[config.mk]
export PLATFORM = sky130hd
export DESIGN_NAME = pwr_seq_arb
export DESIGN_NICKNAME = d
export VERILOG_FILES = /design/src/rtl/pwr_seq_arb.sv
export SDC_FILE = /design/constraint.sdc
export NUM_CORES = 1
export LEC_CHECK = 0
export BUFFER_PORTS_ARGS = -buffer_cell sky130_fd_sc_hd__buf_2
export CAP_MARGIN = 20
export CELL_PAD_IN_SITES_DETAIL_PLACEMENT = 0
export CELL_PAD_IN_SITES_GLOBAL_PLACEMENT = 1
export CORE_MARGIN = 1.5
export CORE_UTILIZATION = 45
export CTS_CLUSTER_SIZE = 28
export DETAILED_ROUTE_END_ITERATION = 7
export PLACE_DENSITY_LB_ADDON = 0.1
export SLEW_MARGIN = 20
export SYNTH_ARGS = -nofsm -noshare
export SYNTH_HDL_FRONTEND = slang
export SYNTH_SLANG_ARGS = --single-unit
[constraint.sdc]
create_clock -name clk -period 5.7 [get_ports clk]
set_input_delay 0.57 -clock clk [delete_from_list [all_inputs] [get_ports clk]]
set_output_delay 0.57 -clock clk [all_outputs]
set_load 0.03 [all_outputs]
[src/rtl/pwr_seq_arb.sv]
module pwr_seq_arb #(
  parameter int N         = 4,
  parameter int CLK_HZ    = 200_000_000,
  parameter int START_CYC = 12_000_000,
  parameter int PG_CYC    = 2_000
) (
  input  logic         clk,
  input  logic         rst_n,
  input  logic [N-1:0] pwr_req,
  input  logic [N-1:0] pwr_off,
  input  logic [N-1:0] pok,
  input  logic         flt_zero,
  input  logic         osc_chk_en,
  input  logic         osc_fail,
  input  logic         hard_rst_n,
  input  logic         chip_rst,
  input  logic         uv_neg,
  input  logic         uv_pos,
  input  logic         over_temp,
  input  logic [N-1:0] pg_chg_clr,
  output logic [N-1:0] gate_en,
  output logic [N-1:0] pgood,
  output logic [N-1:0] pwr_en,
  output logic [N-1:0] pg_chg
);
  localparam int OFF_CYC = CLK_HZ / 2000;
  localparam int LW = $clog2(OFF_CYC + 1);
  localparam int SW = $clog2(START_CYC + 1);
  localparam int PW = $clog2(PG_CYC + 1);

  logic [N-1:0]  gate_q, start_q, pen_q, chg_q;
  logic [SW-1:0] scnt;
  logic [LW-1:0] lock;

  wire emerg = !hard_rst_n || chip_rst || uv_neg || uv_pos || over_temp;

  wire [N-1:0] off_cand = gate_q & (pwr_off | ~pwr_req);
  wire [N-1:0] off_pick = off_cand & (~off_cand + 1'b1);
  wire         off_go   = !emerg && (lock == '0) && (|off_cand);
  wire [N-1:0] off_mask = emerg ? gate_q : (off_go ? off_pick : '0);

  wire [N-1:0] on_cand  = ~gate_q & pwr_req & ~pwr_off;
  wire         on_ok    = !emerg && (start_q == '0) && flt_zero && !(osc_chk_en && osc_fail);
  wire [N-1:0] on_mask  = on_ok ? (on_cand & (~on_cand + 1'b1)) : '0;

  wire         st_done  = (|start_q) && (scnt == '0);
  wire [N-1:0] gate_d   = (gate_q & ~off_mask) | on_mask;

  always_ff @(posedge clk) begin
    if (!rst_n) begin
      gate_q  <= '0;
      start_q <= '0;
      pen_q   <= '0;
      chg_q   <= '0;
      scnt    <= '0;
      lock    <= '0;
    end else begin
      gate_q  <= gate_d;
      start_q <= on_mask | (st_done ? '0 : (start_q & ~off_mask));
      pen_q   <= (pen_q | (st_done ? start_q : '0)) & ~off_mask;
      chg_q   <= (chg_q & ~pg_chg_clr) | (gate_q ^ gate_d);
      if (|on_mask)                     scnt <= SW'(START_CYC - 1);
      else if (|start_q && scnt != '0)  scnt <= scnt - 1'b1;
      if (off_go)                       lock <= LW'(OFF_CYC - 1);
      else if (lock != '0)              lock <= lock - 1'b1;
    end
  end

  for (genvar i = 0; i < N; i++) begin : g_pg
    logic [PW-1:0] pgc;
    logic          pg_r;
    always_ff @(posedge clk) begin
      if (!rst_n || !(gate_q[i] && pok[i])) begin
        pgc  <= '0;
        pg_r <= 1'b0;
      end else if (pgc == PW'(PG_CYC - 1)) begin
        pg_r <= 1'b1;
      end else begin
        pgc <= pgc + 1'b1;
      end
    end
    assign pgood[i] = pg_r & pok[i] & gate_q[i];
  end

  assign gate_en = gate_q;
  assign pwr_en  = pen_q;
  assign pg_chg  = chg_q;


  one_rise_chk: assert property (@(posedge clk) disable iff (!rst_n)
    $onehot0(gate_en & ~$past(gate_en)));

  start_cond_chk: assert property (@(posedge clk) disable iff (!rst_n)
    (|(gate_en & ~$past(gate_en))) |-> $past(flt_zero && !(osc_chk_en && osc_fail)));

  emerg_off_chk: assert property (@(posedge clk) disable iff (!rst_n)
    $past(!hard_rst_n || chip_rst || uv_neg || uv_pos || over_temp) |-> (gate_en == '0));

  lockout_chk: assert property (@(posedge clk) disable iff (!rst_n)
    ((|(~gate_en & $past(gate_en))) && !$past(emerg)) |-> ($past(lock) == '0));

  pen_gate_chk: assert property (@(posedge clk) disable iff (!rst_n)
    ((pwr_en & ~gate_en) == '0));

  chg_set_chk: assert property (@(posedge clk) disable iff (!rst_n)
    (((gate_en ^ $past(gate_en)) & ~pg_chg) == '0));
endmodule

==> results.yml, run 1 <==
run_status:
  outcome: "finished clean"
yosys:
  synth.distinct_cells: 53
  synthArstFlopShare: 0
  ys.flop_type: "dfxtp_1"
  ys_ff_latch: 105
  synthesis.area_mm2: 0.00495
  avgSynthCellArea_um2: 8.57
  yosys_warnings: 0
  synth_cells: 578
  synth_fp_nets: 612
  yosysSeqAreaShare: 0.424
  synth_edf_count: 0
  netlist_top_cells_area: "dfxtp_1, nor2_1, xor2_1, xnor2_1, nand3_1"
  synth_top_cell_by_area: "dfxtp_1"
  synth_top_area_share: 0.424
die:
  core_area_mm2: 0.0108
  dieArea_mm2: 0.0116
  die_w_um: 108
  rows: 38
  die_y_um: 108
  io_pins: 42
  start_util: 0.459
worst_setup_path:
  crit_arrival_ns: 3.24
  rr_worst_depth: 5
  crit_type: "flop to flop"
  critical_path_required_ns: 5.98
  crit_path_end_kind: "flop"
  crit_fanout: 19
  rrSetupSlack_ns: 2.74
  r2r_end: "scnt[17]"
  rr_startpoint: "scnt[12]"
  start_kind: "flop"
final_layout:
  syn_to_final_growth_pct: 10.6
  antenna-diode-count: 0
  drive_above_1_share: 0.122
  fill_cells: 1061
  finalInstanceArea_mm2: 0.00548
  nNetsFinal: 643
hold_path:
  hold-path-cell-count: 2
  hold_path.startpoint: "g_pg[2].pg_r"
  hp-class: "flop to flop"
  min_to: "g_pg[2].pg_r"
pwr:
  p_per_area_mw_per_mm2: 309
  irDropWorstVdd_mv: 0.196
  leakagePower_uw: 0.00202
  finalPower_uw: 1690
sta:
  period_needed_ns: 2.96
  setup_viol: 0
  hold_viol: 0
  tightestPinTransition_ns: 0.739
  rsz0062_at_grt: "no"
  fmax_mhz: 338
  maxSlewViolCount: 0
  final.period_utilization: 0.519
  finClkSkew_ns: 0.0151
  setup-tns-final_ns: 0
  maxSlewHeadroom: 0.503
clocking:
  clk_latency_ns: 0.39
  cts_max_path_buffers: 2
  tritoncts: "done"
  clk_pin_slew_ns: 0.10
  cts_made_buffers: 9
  h-tree-depth: 3
  ctsResizeCount: 0
  cts_hold_buf: 0
  clock-sinks: 105
  cts_setup_buffers: 0
  cts_root_buf: "clkbuf_8"
drt:
  avgRoutedWirePerCell_um: 14.6
  vias: 4173
  first_iter_violations: 280
  dr.pass1.iters: 5
  post-route-drc-count: 0
  routed_via_density: 5.53
  final_antenna_net_count: 0
  routed_wl_um: 11000
global_routing:
  grt_pass1_wl_um: 18700
  track_usage: 0.204
  grt_start_max_net_pins: 32
  grt_pass1_vias: 3873
  antenna_found_initial: 0
  grt-ovfl-total: 0
flow_run:
  drv_cap: 0
placed_design:
  place_congestion: 0.801
  io_buffers: 41
  place_hpwl_um: 7860
  placement.cell_area_mm2: 0.00527
-- logic make-up after synthesis --
| kind of cell | after synthesis | share of synthesized area |
|---|---|---|
| xor gates and xnor gates | 48 | 0.0848 |
| muxes | 6 | 0.0121 |
| AOI/OAI and AO/OA | 98 | 0.131 |
| and+or+nand+nor | 277 | 0.296 |
| buffers and inverters | 36 | 0.0318 |
| adders and majority gates | 8 | 0.0202 |
| DFF | 105 | 0.424 |
-- metal layers --
layer | GRT usage | up-vias | wire length, um
met5 | 0 | - | 0
met4 | 0.0479 | 0 | 97
met3 | 0.0585 | 7 | 587
met2 | 0.334 | 87 | 4980
met1 | 0.268 | 1916 | 5360
li1 | - | 2163 | -
-- layout make-up --
cell class / instances / area [um^2] / share of cell area
multi-input cells: 437 / 2720 / 0.496
clock inverters: 7 / 72.6 / 0.0132
well taps: 140 / 175 / 0.0320
inverters: 10 / 37.5 / 0.00685
repair buffers: 46 / 250 / 0.0457
clock buffers: 9 / 124 / 0.0226
flip-flops and latches: 105 / 2100 / 0.384
-- where the power goes --
group	internal [uW]	switching, uW
sequential	786	48.2
combinational	154	252
clock	172	283
-- worst max-delay path by stage --
stage / from / end / slack, ns / depth (start not counted)
global placement: scnt[12] / scnt[1] / 2.70 / 5
floorplan: scnt[12] / scnt[17] / 3.11 / 7
detailed placement: scnt[12] / scnt[23] / 2.77 / 5
finish: scnt[12] / scnt[17] / 2.74 / 5
CTS: scnt[12] / scnt[17] / 2.75 / 5
global route: lock[4] / start_q[0] / 2.63 / 5
-- placed cells by master, fill, tap and decap left out, types with 4 or more instances in the layout --
| master | synthesis | routed |
|---|---|---|
| dfxtp_1 | 105 | 105 |
| nor2_1 | 73 | 73 |
| buf_2 | 3 | 41 |
| nand3_1 | 31 | 31 |
| xor2_1 | 29 | 29 |
| nand2_1 | 28 | 28 |
| nor3_1 | 23 | 23 |
| a21oi_1 | 21 | 21 |
| nor4_1 | 21 | 19 |
| o21ai_0 | 19 | 19 |
| xnor2_1 | 19 | 19 |
| nand2b_1 | 16 | 16 |
| nand4_1 | 15 | 15 |
| or3_1 | 13 | 13 |
| a31oi_1 | 13 | 13 |
| and3_1 | 12 | 12 |
| or4_1 | 11 | 11 |
| inv_1 | 10 | 10 |
| clkbuf_8 | 0 | 9 |
| nor3b_1 | 8 | 8 |
| ha_1 | 8 | 8 |
| nor2b_1 | 7 | 7 |
| o211ai_1 | 7 | 7 |
| o31ai_1 | 7 | 7 |
| or2_2 | 6 | 6 |
| mux2i_1 | 6 | 6 |
| a211oi_1 | 6 | 6 |
| o31a_1 | 4 | 4 |
| nand3b_1 | 4 | 4 |
| buf_4 | 1 | 4 |
-- critical path: stages, from the launching register on --
cell     delay [ns]
dfxtp_1        0.39
or4_4          0.58
or4_4          0.48
or4_1          0.89
a211o_1        0.36
and3_1         0.15
-- through the flow --
stage / utilization / worst slack, ns / hold WS (ns) / instances
global placement: 0.487 / 2.70 / 0.446 / 737
global route: 0.508 / 2.63 / 0.462 / 754
CTS: 0.506 / 2.75 / 0.458 / 753
finish: 0.508 / 2.74 / 0.476 / 754
detailed placement: 0.488 / 2.77 / 0.456 / 737
floorplan: - / 3.11 / 0.432 / 578
-- Yosys cell counts (16+ instances only) --
master,number
clkbuf_1,19
nor2_1,73
nand2b_1,16
o21ai_0,19
xor2_1,29
nand2_1,28
xnor2_1,19
nor3_1,23
nor4_1,21
dfxtp_1,105
a21oi_1,21
nand3_1,31
-- registers in the layout, summed over array words and instances (netlist names) --
signal,count
g_pg.pgc,44
scnt,24
lock,17
g_pg.pg_r,4
gate_en,4
pg_chg,4
pwr_en,4
start_q,4
(Power assumes the default switching activity.)
==> inputs of run 2 (changes only) <==
- CORE_UTILIZATION: 45 -> 41
- clock period: 5.7 -> 2.7 ns (I/O delays scaled with it)
==> results.yml, run 2 (synthesized netlist as in run 1, its figures left out) <==
run_status:
  outcome: "finished clean"
worst_setup_path:
  path_buf_inv: 1
  start_kind: "flop"
  crit_type: "flop to flop"
  crit_path_cell_trace: "or4_4 > or4_4 > or4_1 > buf_6 > a211o_1 > and3_1"
  crit_path_max_incr_delay_ns: 0.56
  rrSetupSlack_ns: 0.10
  crit_path_frequent_cell: "or4_4"
  slowest_stage: "or4_1"
  crit_path_end_kind: "flop"
  crit_arrival_ns: 2.85
  crit_fanout: 19
  crit_family: "simple AND/OR/NAND/NOR gates"
  critical_path_required_ns: 2.95
global_routing:
  track_usage: 0.196
  grt-ovfl-total: 0
  grt_pass1_vias: 4003
  grt_start_max_net_pins: 22
  antenna_found_initial: 0
  grt_pass1_wl_um: 19900
clocking:
  cts_hold_buf: 0
  clk_latency_ns: 0.35
  clock-sinks: 105
  tritoncts: "done"
  clk_pin_slew_ns: 0.07
  cts_root_buf: "clkbuf_16"
  ctsResizeCount: 0
  cts_max_path_buffers: 2
  cts_made_buffers: 9
  cts_setup_buffers: 0
  h-tree-depth: 3
sta:
  rsz0062_at_grt: "no"
  finClkSkew_ns: 0.00785
  hold_viol: 0
  fmax_mhz: 385
  final.period_utilization: 0.961
  hold_slack_ns: 0.233
  tightestPinTransition_ns: 0.678
  period_needed_ns: 2.60
  setup_viol: 0
  maxSlewHeadroom: 0.545
  setup-tns-final_ns: 0
  maxSlewViolCount: 0
final_layout:
  regMostFlops: "g_pg.pgc"
  syn_to_final_growth_pct: 15.2
  largest_reg_flops: 44
  nNetsFinal: 662
  top_regs: "g_pg.pgc x44, scnt x24, lock x17"
  final_cell_mix: "dfxtp_1, nor2_1, buf_2"
  layout.cells.most_common: "dfxtp_1"
  antenna-diode-count: 0
  drive_above_1_share: 0.145
die:
  dieArea_mm2: 0.0128
  rows: 39
  die_y_um: 113
  die_w_um: 113
  io_pins: 42
  start_util: 0.427
  core_area_mm2: 0.0116
drt:
  routed_wl_um: 11700
  first_iter_violations: 239
  routed_via_density: 5.55
  avgRoutedWirePerCell_um: 15.0
  dr.pass1.iters: 5
  vias: 4308
  post-route-drc-count: 0
  final_antenna_net_count: 0
placed_design:
  io_buffers: 41
  place_hpwl_um: 8510
  place_congestion: 0.792
pwr:
  irDropWorstVdd_mv: 0.333
  p_per_area_mw_per_mm2: 716
  leakagePower_uw: 0.00214
hold_path:
  hp-class: "input port to flop"
flow_run:
  drv_cap: 0
==> run 2: cell types whose count changed in the layout (fill, tap and decap cells not counted), sizes merged <==
cell	change
buf	+19
clkinvlp	+3
inv	-3
clkinv	-2
bufinv	+1
clkbuf	+1
==> run 2: final timing paths <==
path / start / end / depth (start not counted)
worst max-delay path: scnt[12] / scnt[21] / 6
worst min-delay path: rst_n / pg_chg[2] / 2
worst max register to register: scnt[12] / scnt[21] / 6
worst min register to register: g_pg[1].pg_r / g_pg[1].pg_r / 2
==> run 2: metal layers <==
metal / vias to the layer above / global-route usage / wire (um)
li1: 2197 / - / -
met1: 2022 / 0.267 / 5740
met2: 76 / 0.309 / 5220
met3: 13 / 0.0525 / 554
met4: 0 / 0.0558 / 154
met5: - / 0 / 0
==> run 2: per-stage QoR <==
step	total power [uW]	utilization	setup WS (ns)	instances	area (um^2)
after floorplan	2490	-	0.111	578	4950
after global placement	2770	0.465	0.130	760	5410
after detailed placement	2780	0.465	0.0906	760	5410
after CTS	4130	0.491	0.0848	776	5700
after global routing	4340	0.491	0.00593	776	5710
final	4090	0.491	0.105	776	5710
==> run 2: cell type report <==
type | instances | area [um^2]
Tap cell | 143 | 179
Fill cell | 1150 | 5910
Clock inverter | 6 | 68.8
Multi-Input combinational cell | 437 | 2700
Inverter | 10 | 37.5
Sequential cell | 105 | 2100
Clock buffer | 10 | 229
Timing Repair Buffer | 65 | 389
==> run 2: where the power goes <==
part	total [uW]	internal, uW	switching, uW
combinational	994	413	581
clock	1330	721	604
sequential	1770	1660	106
